`config.mk`:
```
export PLATFORM = sky130hd
export DESIGN_NAME = fetch_aligner
export DESIGN_NICKNAME = d
export VERILOG_FILES = /design/src/rtl/fa_pkg.sv /design/src/rtl/fa_parcel_class.sv /design/src/rtl/fa_step.sv /design/src/rtl/fa_out_stage.sv /design/src/rtl/fetch_aligner.sv
export SDC_FILE = /design/constraint.sdc
export NUM_CORES = 1
export LEC_CHECK = 0
export ABC_CLOCK_PERIOD_IN_PS = 5600
export BUFFER_PORTS_ARGS = -buffer_cell sky130_fd_sc_hd__buf_2
export CORE_ASPECT_RATIO = 1.2
export CORE_MARGIN = 5
export CORE_UTILIZATION = 50
export CTS_CLUSTER_SIZE = 40
export DETAILED_ROUTE_END_ITERATION = 10
export HOLD_SLACK_MARGIN = 0.02
export PLACE_DENSITY = 0.76
export SLEW_MARGIN = 0
export SYNTH_ARGS = -nofsm -noshare
export SYNTH_HDL_FRONTEND = slang
export SYNTH_SLANG_ARGS = --single-unit
```
`constraint.sdc`:
```
create_clock -name clk -period 5.6 [get_ports clk]
set_input_delay 0.28 -clock clk [delete_from_list [all_inputs] [get_ports clk]]
set_output_delay 0.28 -clock clk [all_outputs]
set_load 0.02 [all_outputs]
```
`src/rtl/fa_pkg.sv`:
```
`timescale 1ns/1ps
package fa_pkg;
   // Width of one instruction parcel; a full instruction is two parcels.
   localparam int unsigned FA_PARCEL_W = 16;

   // A parcel is short unless its two low bits are both set.
   function automatic logic parcel_is_short(input logic [1:0] op_lsb);
      return op_lsb != 2'b11;
   endfunction
endpackage

```
`src/rtl/fa_parcel_class.sv`:
```
`timescale 1ns/1ps
module fa_parcel_class #(
   parameter int unsigned N_PARCELS = 2
) (
   input  logic [2*N_PARCELS-1:0] op_bits,
   output logic [N_PARCELS-1:0]   is_short
);
   for (genvar g = 0; g < N_PARCELS; g++) begin : g_parcel
      assign is_short[g] = fa_pkg::parcel_is_short(op_bits[2*g +: 2]);
   end
endmodule

```
`src/rtl/fa_step.sv`:
```
`timescale 1ns/1ps
module fa_step #(
   parameter int unsigned WORD_W   = 32,
   parameter int unsigned PARCEL_W = 16
) (
   input  logic [WORD_W-1:0] word,
   input  logic [WORD_W-1:0] held,
   input  logic              pend,
   input  logic              pc_off,
   input  logic              short_lo,
   input  logic              short_hi,
   output logic              issue,
   output logic [WORD_W-1:0] instr,
   output logic              cmp,
   output logic              adv,
   output logic              start_pend
);
   localparam int unsigned HI_W = WORD_W - PARCEL_W;

   logic [PARCEL_W-1:0] lo_par;
   logic [HI_W-1:0]     hi_par;

   assign lo_par = word[PARCEL_W-1:0];
   assign hi_par = word[WORD_W-1:PARCEL_W];

   always_comb begin
      issue      = 1'b0;
      instr      = '0;
      cmp        = 1'b0;
      adv        = 1'b0;
      start_pend = 1'b0;
      if (pend) begin
         // join: new low parcel fills the upper half of the held value
         issue = 1'b1;
         instr = {lo_par, {PARCEL_W{1'b0}}} | held;
      end else if (!pc_off) begin
         issue = 1'b1;
         if (short_lo) begin
            instr = {{HI_W{1'b0}}, lo_par};
            cmp   = 1'b1;
         end else begin
            instr = word;
            adv   = 1'b1;
         end
      end else begin
         adv = 1'b1;
         if (short_hi) begin
            issue = 1'b1;
            instr = {{PARCEL_W{1'b0}}, hi_par};
            cmp   = 1'b1;
         end else begin
            start_pend = 1'b1;
         end
      end
   end
endmodule

```
`src/rtl/fa_out_stage.sv`:
```
`timescale 1ns/1ps
module fa_out_stage #(
   parameter int unsigned WORD_W = 32,
   parameter int unsigned PC_W   = 32
) (
   input  logic              clk,
   input  logic              rst_n,
   input  logic              load,
   input  logic              flush,
   input  logic              ready,
   input  logic [WORD_W-1:0] in_instr,
   input  logic              in_cmp,
   input  logic [PC_W-1:0]   in_pc,
   input  logic [PC_W-1:0]   in_npc,
   output logic              valid,
   output logic [WORD_W-1:0] instr,
   output logic              cmp,
   output logic [PC_W-1:0]   pc,
   output logic [PC_W-1:0]   npc,
   output logic              done
);
   always_ff @(posedge clk or negedge rst_n) begin
      if (!rst_n) begin
         valid <= 1'b0;
         instr <= '0;
         cmp   <= 1'b0;
         pc    <= '0;
         npc   <= '0;
         done  <= 1'b0;
      end else begin
         done <= valid && ready && !flush;
         if (flush) begin
            valid <= 1'b0;
         end else if (load) begin
            valid <= 1'b1;
            instr <= in_instr;
            cmp   <= in_cmp;
            pc    <= in_pc;
            npc   <= in_npc;
         end else if (ready) begin
            valid <= 1'b0;
         end
      end
   end
endmodule

```
`src/rtl/fetch_aligner.sv`:
```
`timescale 1ns/1ps
module fetch_aligner #(
   parameter int unsigned WORD_W   = 32,
   parameter int unsigned PC_W     = 32,
   parameter logic [31:0] RESET_PC = 32'h0
) (
   input  logic              clk,
   input  logic              rst_n,
   input  logic              fw_valid,
   input  logic [WORD_W-1:0] fw_word,
   output logic              fw_adv,
   input  logic              redirect,
   input  logic [PC_W-1:0]   redirect_pc,
   output logic              out_valid,
   input  logic              out_ready,
   output logic [WORD_W-1:0] out_instr,
   output logic              out_cmp,
   output logic [PC_W-1:0]   out_pc,
   output logic [PC_W-1:0]   out_npc,
   output logic              out_done
);
   localparam int unsigned PARCEL_W  = fa_pkg::FA_PARCEL_W;
   localparam int unsigned N_PARCELS = WORD_W / PARCEL_W;
   localparam logic [PC_W-1:0] STEP_S = PC_W'(PARCEL_W / 8);
   localparam logic [PC_W-1:0] STEP_L = PC_W'(WORD_W / 8);

   if (WORD_W != 2 * PARCEL_W) begin : g_bad_word
      $error("fetch_aligner: WORD_W must hold exactly two parcels");
   end
   if (PC_W < 3) begin : g_bad_pc
      $error("fetch_aligner: PC_W too narrow");
   end
   if (RESET_PC[1:0] != 2'b00) begin : g_bad_reset
      $error("fetch_aligner: RESET_PC must be word aligned");
   end

   logic [PC_W-1:0]      cur_pc;
   logic                 pend_q;
   logic [WORD_W-1:0]    held_q;
   logic [2*N_PARCELS-1:0] op_bits;
   logic [N_PARCELS-1:0] short_v;
   logic                 st_issue, st_cmp, st_adv, st_start;
   logic [WORD_W-1:0]    st_instr;
   logic [PC_W-1:0]      st_npc;
   logic                 proceed;

   for (genvar g = 0; g < N_PARCELS; g++) begin : g_op
      assign op_bits[2*g +: 2] = fw_word[g*PARCEL_W +: 2];
   end

   fa_parcel_class #(.N_PARCELS(N_PARCELS)) u_class (
      .op_bits  (op_bits),
      .is_short (short_v)
   );

   fa_step #(.WORD_W(WORD_W), .PARCEL_W(PARCEL_W)) u_step (
      .word       (fw_word),
      .held       (held_q),
      .pend       (pend_q),
      .pc_off     (cur_pc[1]),
      .short_lo   (short_v[0]),
      .short_hi   (short_v[1]),
      .issue      (st_issue),
      .instr      (st_instr),
      .cmp        (st_cmp),
      .adv        (st_adv),
      .start_pend (st_start)
   );

   assign proceed = fw_valid && !redirect && (!out_valid || out_ready);
   assign fw_adv  = proceed && st_adv;
   assign st_npc  = cur_pc + (st_cmp ? STEP_S : STEP_L);

   always_ff @(posedge clk or negedge rst_n) begin
      if (!rst_n) begin
         cur_pc <= RESET_PC[PC_W-1:0];
         pend_q <= 1'b0;
         held_q <= '0;
      end else if (redirect) begin
         cur_pc <= redirect_pc & ~PC_W'(1);
         pend_q <= 1'b0;
         held_q <= '0;
      end else if (proceed) begin
         if (st_start) begin
            pend_q <= 1'b1;
            held_q <= {{PARCEL_W{1'b0}}, fw_word[WORD_W-1:PARCEL_W]};
         end else if (st_issue) begin
            cur_pc <= st_npc;
            pend_q <= 1'b0;
            held_q <= '0;
         end
      end
   end

   fa_out_stage #(.WORD_W(WORD_W), .PC_W(PC_W)) u_out (
      .clk      (clk),
      .rst_n    (rst_n),
      .load     (proceed && st_issue),
      .flush    (redirect),
      .ready    (out_ready),
      .in_instr (st_instr),
      .in_cmp   (st_cmp),
      .in_pc    (cur_pc),
      .in_npc   (st_npc),
      .valid    (out_valid),
      .instr    (out_instr),
      .cmp      (out_cmp),
      .pc       (out_pc),
      .npc      (out_npc),
      .done     (out_done)
   );
endmodule

```
# Word level (Yosys, flattened, before mapping)
# Cells that the tools add are included.
# totals
mem_count	0
input_bits	69
latchBits	0
regBits	164
rom_bits	0
wordCells	63
output_inout_bits	100
ram_bits	0
# op_classes
shift	0
n_mul	0
muxes	32
n_reduce_logical	16
eq_ne	3
bitwise_logic	2
div_mod_pow	0
order_cmp	0
addsub	1
# op_table
operator	n
$mux W32	11
$add A32 B3 Y32	1
$or A32 B32 Y32	1
$mux W1	19
$mux W16	1
$logic_and A1 B1 Y1	6
$ne A2 B2 Y1 const B	3
$reduce_bool A3 Y1	2
$reduce_and A2 Y1	2
$reduce_bool A2 Y1	2
$mux W3	1
$reduce_and A3 Y1	1
$logic_not A1 Y1	2
$logic_or A1 B1 Y1	1
$not A1 Y1	1

# Longest topological paths before layout
# logic_depth
word_depth	10
depth_mapped	12
mapped_depth_nobuf	11

# Modules after synthesis
# Synthesis repeated with hierarchy kept, for this count alone.
# hier_totals
hier_cells	677
area_unflattened_um2	7657.3
# modules_own_cells
module	cells_each	seq_area_each_um2	instances	area_per_inst_um2
fa_out_stage	213	2477.4	1	3797.4
fetch_aligner	327	1201.2	1	2976.6
fa_step	135	0.0	1	875.8
fa_parcel_class	2	0.0	1	7.5

# Worst setup path before layout
# OpenSTA, ideal clock, no wires.
# synth_path
path_kind	register to register
start	register cur_pc[1]
end	register cur_pc[11]
path_stages_with_launch	13
period_less_slack_ns	2.917
n_path_buf	2
t_required_ns	5.474
t_arrival_ns	2.791
slack_ns	2.683
cell_sequence	dfrtp_1 > buf_2 > and3_1 > clkbuf_1 > or3_1 > inv_1 > ha_1 > fa_1 > nand4_4 > nor3_1 > nand3_1 > mux2i_1 > a221o_1
# synth_between
elab_chain_cells	8
# synth_lines
item	line	text
from (decl)	fetch_aligner.sv:37	logic [PC_W-1:0] cur_pc;
from (signal assigned)	fetch_aligner.sv:76	cur_pc <= RESET_PC[PC_W-1:0];
from (signal assigned)	fetch_aligner.sv:80	cur_pc <= redirect_pc & ~PC_W'(1);
from (signal assigned)	fetch_aligner.sv:88	cur_pc <= st_npc;
$mux W1	fa_step.sv:36	end else if (!pc_off) begin
$mux W1	fa_step.sv:32	if (pend) begin
named net st_cmp	fetch_aligner.sv:42	logic st_issue, st_cmp, st_adv, st_start;
$mux W3	fetch_aligner.sv:72	assign st_npc = cur_pc + (st_cmp ? STEP_S : STEP_L);
$add A32 B3 Y32	fetch_aligner.sv:72	
$mux W32	fetch_aligner.sv:87	end else if (st_issue) begin
$mux W32	fetch_aligner.sv:84	if (st_start) begin
$mux W32	fetch_aligner.sv:83	end else if (proceed) begin
$mux W32	fetch_aligner.sv:79	end else if (redirect) begin
# The timed path passes the listed nets, and every way through them passes these cells. The select of a mux whose other input is x is not followed.
# A chain may end at the register's enable or synchronous reset.

# Final worst setup path
# Ends and elaborated chain as after synthesis.

==> qor.yml <==
status:
  status: "finished clean"
die:
  start_util_pct: 51.1
  fp.dieArea_mm2: 0.0160
  dieWidth_um: 116
  die_h_um: 138
  core_mm2: 0.0133
  ios: 169
  rows: 46
setup_path:
  timing.rr.start: "cur_pc[1]"
  path_cells: "buf_4 > nor3b_1 > or3_1 > inv_1 > ha_1 > fa_1 > nand4_4 > nor3_1 > nand3_1 > mux2i_1 > a221o_1"
  crit_slowest_cell: "nor3_1"
  cp-startpoint: "cur_pc[1]"
  cp-end-kind: "register"
  cp-start-kind: "register"
  worstSetupPathType: "reg2reg"
  slowest_delay_ns: 0.45
  path_max_fanout: 25
  cp_data_required_time_ns: 5.90
  worstPathArrival_ns: 3.52
logic_synthesis:
  yosysUniqueCellTypes: 53
  synth.ff_latch_count: 145
  yosys_warnings: 0
  synth.area.top_cells: "dfrtp_1, nand2_1, o21ai_0"
  syn_inst: 705
  netlist_area_mm2: 0.00679
  synth_area_per_cell_um2: 9.64
  synth_most_common_cell: "nand2_1"
  synth_top_area_share_pct: 53.4
  synthTopCellsByCount: "nand2_1, dfrtp_1, o21ai_0, nor2_1, buf_2"
  yosysTopAreaCell: "dfrtp_1"
  synthFlopType: "dfrtp_1"
  synthArstFlopShare_pct: 100
  synth_edf_count: 0
  ys_seq_area_share_pct: 53.4
clocking:
  path_clk_slew_ns: 0.06
  cts_max_path_buffers: 2
  clock-sinks: 145
  cts_tree: "yes"
  numCtsBuffers: 17
  h-tree-depth: 4
  cts-root-buf: "clkbuf_16"
  clkLatencyLatePin_ns: 0.42
global_route:
  grt_max_degree: 107
  grt_pass1_vias: 5506
  grt-ovfl-total: 0
  grt_pass1_wl_mm: 28.1
  antenna_found_initial: 0
  grt_usage_pct: 22.5
cells_and_area:
  final_cells: 1023
  syn_to_final_growth_pct: 21.2
  antennaDiodeCount: 0
  drive_above_1_share_pct: 25.4
  final_nets: 916
timing:
  final.setup.worst_slack_ns: 2.38
  worst_pin_slew_ns: 0.973
  max_slew_margin_pct: 35.1
  final.period_utilization_pct: 57.5
  whs_ns: 0.0758
  period_minus_slack_ns: 3.22
  slew_viol_final: 0
  fin_worst_skew_ns: 0.00959
  hold_viol_final: 0
  fmax_mhz: 311
  rsz0062_at_grt: "false"
  setup_viol: 0
  setup_tns_ns: 0
power:
  leakagePower_nw: 4.11
  total_power_mw: 3.24
  p_per_area_mw_per_mm2: 394
  vdd_ir_drop_max_mv: 0.249
place:
  io_buffer_count: 165
  pre_cts_ws_ns: 2.41
  dpl.cell_count: 992
  gp_congestion: 0.782
  post-dp-hpwl_mm: 11.5
routing:
  drc: 0
  vias: 5659
  ant_nets: 0
  wl_per_cell_um: 16.8
  first_pass_iters: 5
  viasPerCell: 5.53
  routed_wirelength_mm: 17.2
  drtIter0Drc: 561
job:
  max_cap_violations: 0
hold_path:
  worstHoldPathType: "in2reg"
  hp-start: "out_ready"
per-stage QoR:
stage | util, % | instance area, µm²
floorplan | - | 6800
detailed placement | 57.5 | 7650
global placement | 57.5 | 7650
CTS | 61.9 | 8230
finish | 61.9 | 8230
global route | 61.9 | 8230
per-layer routing:
metal  routed length [µm]  global-route usage, %  vias up
li1                     -                      -     2720
met1                 7220                   29.1     2718
met2                 8340                   35.6      197
met3                 1380                   7.16       24
met4                  272                   8.45        0
met5                    0                      0        -
worst max-delay path: cells and delay by family, from the launching register on:
family | cells | cell delay (ns)
AND/OR/NAND/NOR | 5 | 1.36
flip-flops | 1 | 0.34
buffers and inverters | 2 | 0.44
adder cells (fa/ha/maj) | 2 | 0.51
AO/OA/AOI/OAI | 1 | 0.27
multiplexers | 1 | 0.17
cells by family (layout without fill, tap and decap cells):
family / count (synthesis) / after routing / synth area share [%]
other: 1 / 2 / 0.0552
AOI/OAI and AO/OA: 167 / 167 / 16.0
DFF: 145 / 145 / 53.4
adders and majority gates: 3 / 3 / 0.663
and+or+nand+nor: 283 / 283 / 19.7
muxes: 17 / 17 / 2.52
buffers and inverters: 63 / 212 / 4.22
xor gates and xnor gates: 26 / 26 / 3.35
layout make-up:
class                      count  area, µm²
timing repair buffer         175        910
clock inverter                10        111
multi-input combinational    498       2880
fill                        1139       5060
sequential                   145       3630
tap                          168        210
inverter                       7       26.3
clock buffer                  20        467
state kept, by name, indices dropped and copies added, names as in the netlist:
name,cells
u_out.cmp,1
held_q,16
u_out.valid,1
cur_pc,31
u_out.done,1
u_out.pc,31
pend_q,1
u_out.instr,32
u_out.npc,31
power by group:
group	total, mW	switching, mW	internal [mW]
combinational	0.762	0.496	0.266
sequential	1.37	0.136	1.23
clock	1.11	0.432	0.683
total	3.24	1.06	2.18
worst paths after layout:
check,endpoint,slack [ns],cells after the start
max,cur_pc[11],2.38,11
min,u_out.valid,0.08,2
max reg2reg,cur_pc[11],2.38,11
min reg2reg,u_out.pc[25],0.46,2
max in group asynchronous,u_out.pc[3],3.82,3
min in group asynchronous,u_out.npc[8],0.47,2
layout by cell type, fill, tap and decap left out, types with 3 or more instances in the layout:
cell	n
nand2b_1	7
buf_2	164
nand4_4	3
clkbuf_8	3
o21ai_0	62
clkinvlp_4	3
nor2_1	45
nand4_1	11
buf_4	9
a221oi_1	15
nand3b_1	3
a21oi_1	23
nor3_1	16
dfrtp_1	145
and3_1	4
nor2b_1	5
nand2_1	156
inv_1	7
mux2i_1	16
xor2_1	17
clkinv_2	4
o211ai_1	4
nand3_1	16
a21o_1	8
clkbuf_16	17
nor3b_1	3
a22oi_1	13
xnor2_1	9
a221o_1	6
and2_1	3
o21ai_1	7
a22o_1	16
repair_timing:
action                    in CTS  in global routing
hold buffers                   1                  0
buffers inserted               0                  0
hold endpoints to repair      85                  0
gates resized for setup        0                  0
No activity file was read; power rests on OpenSTA's default activity.
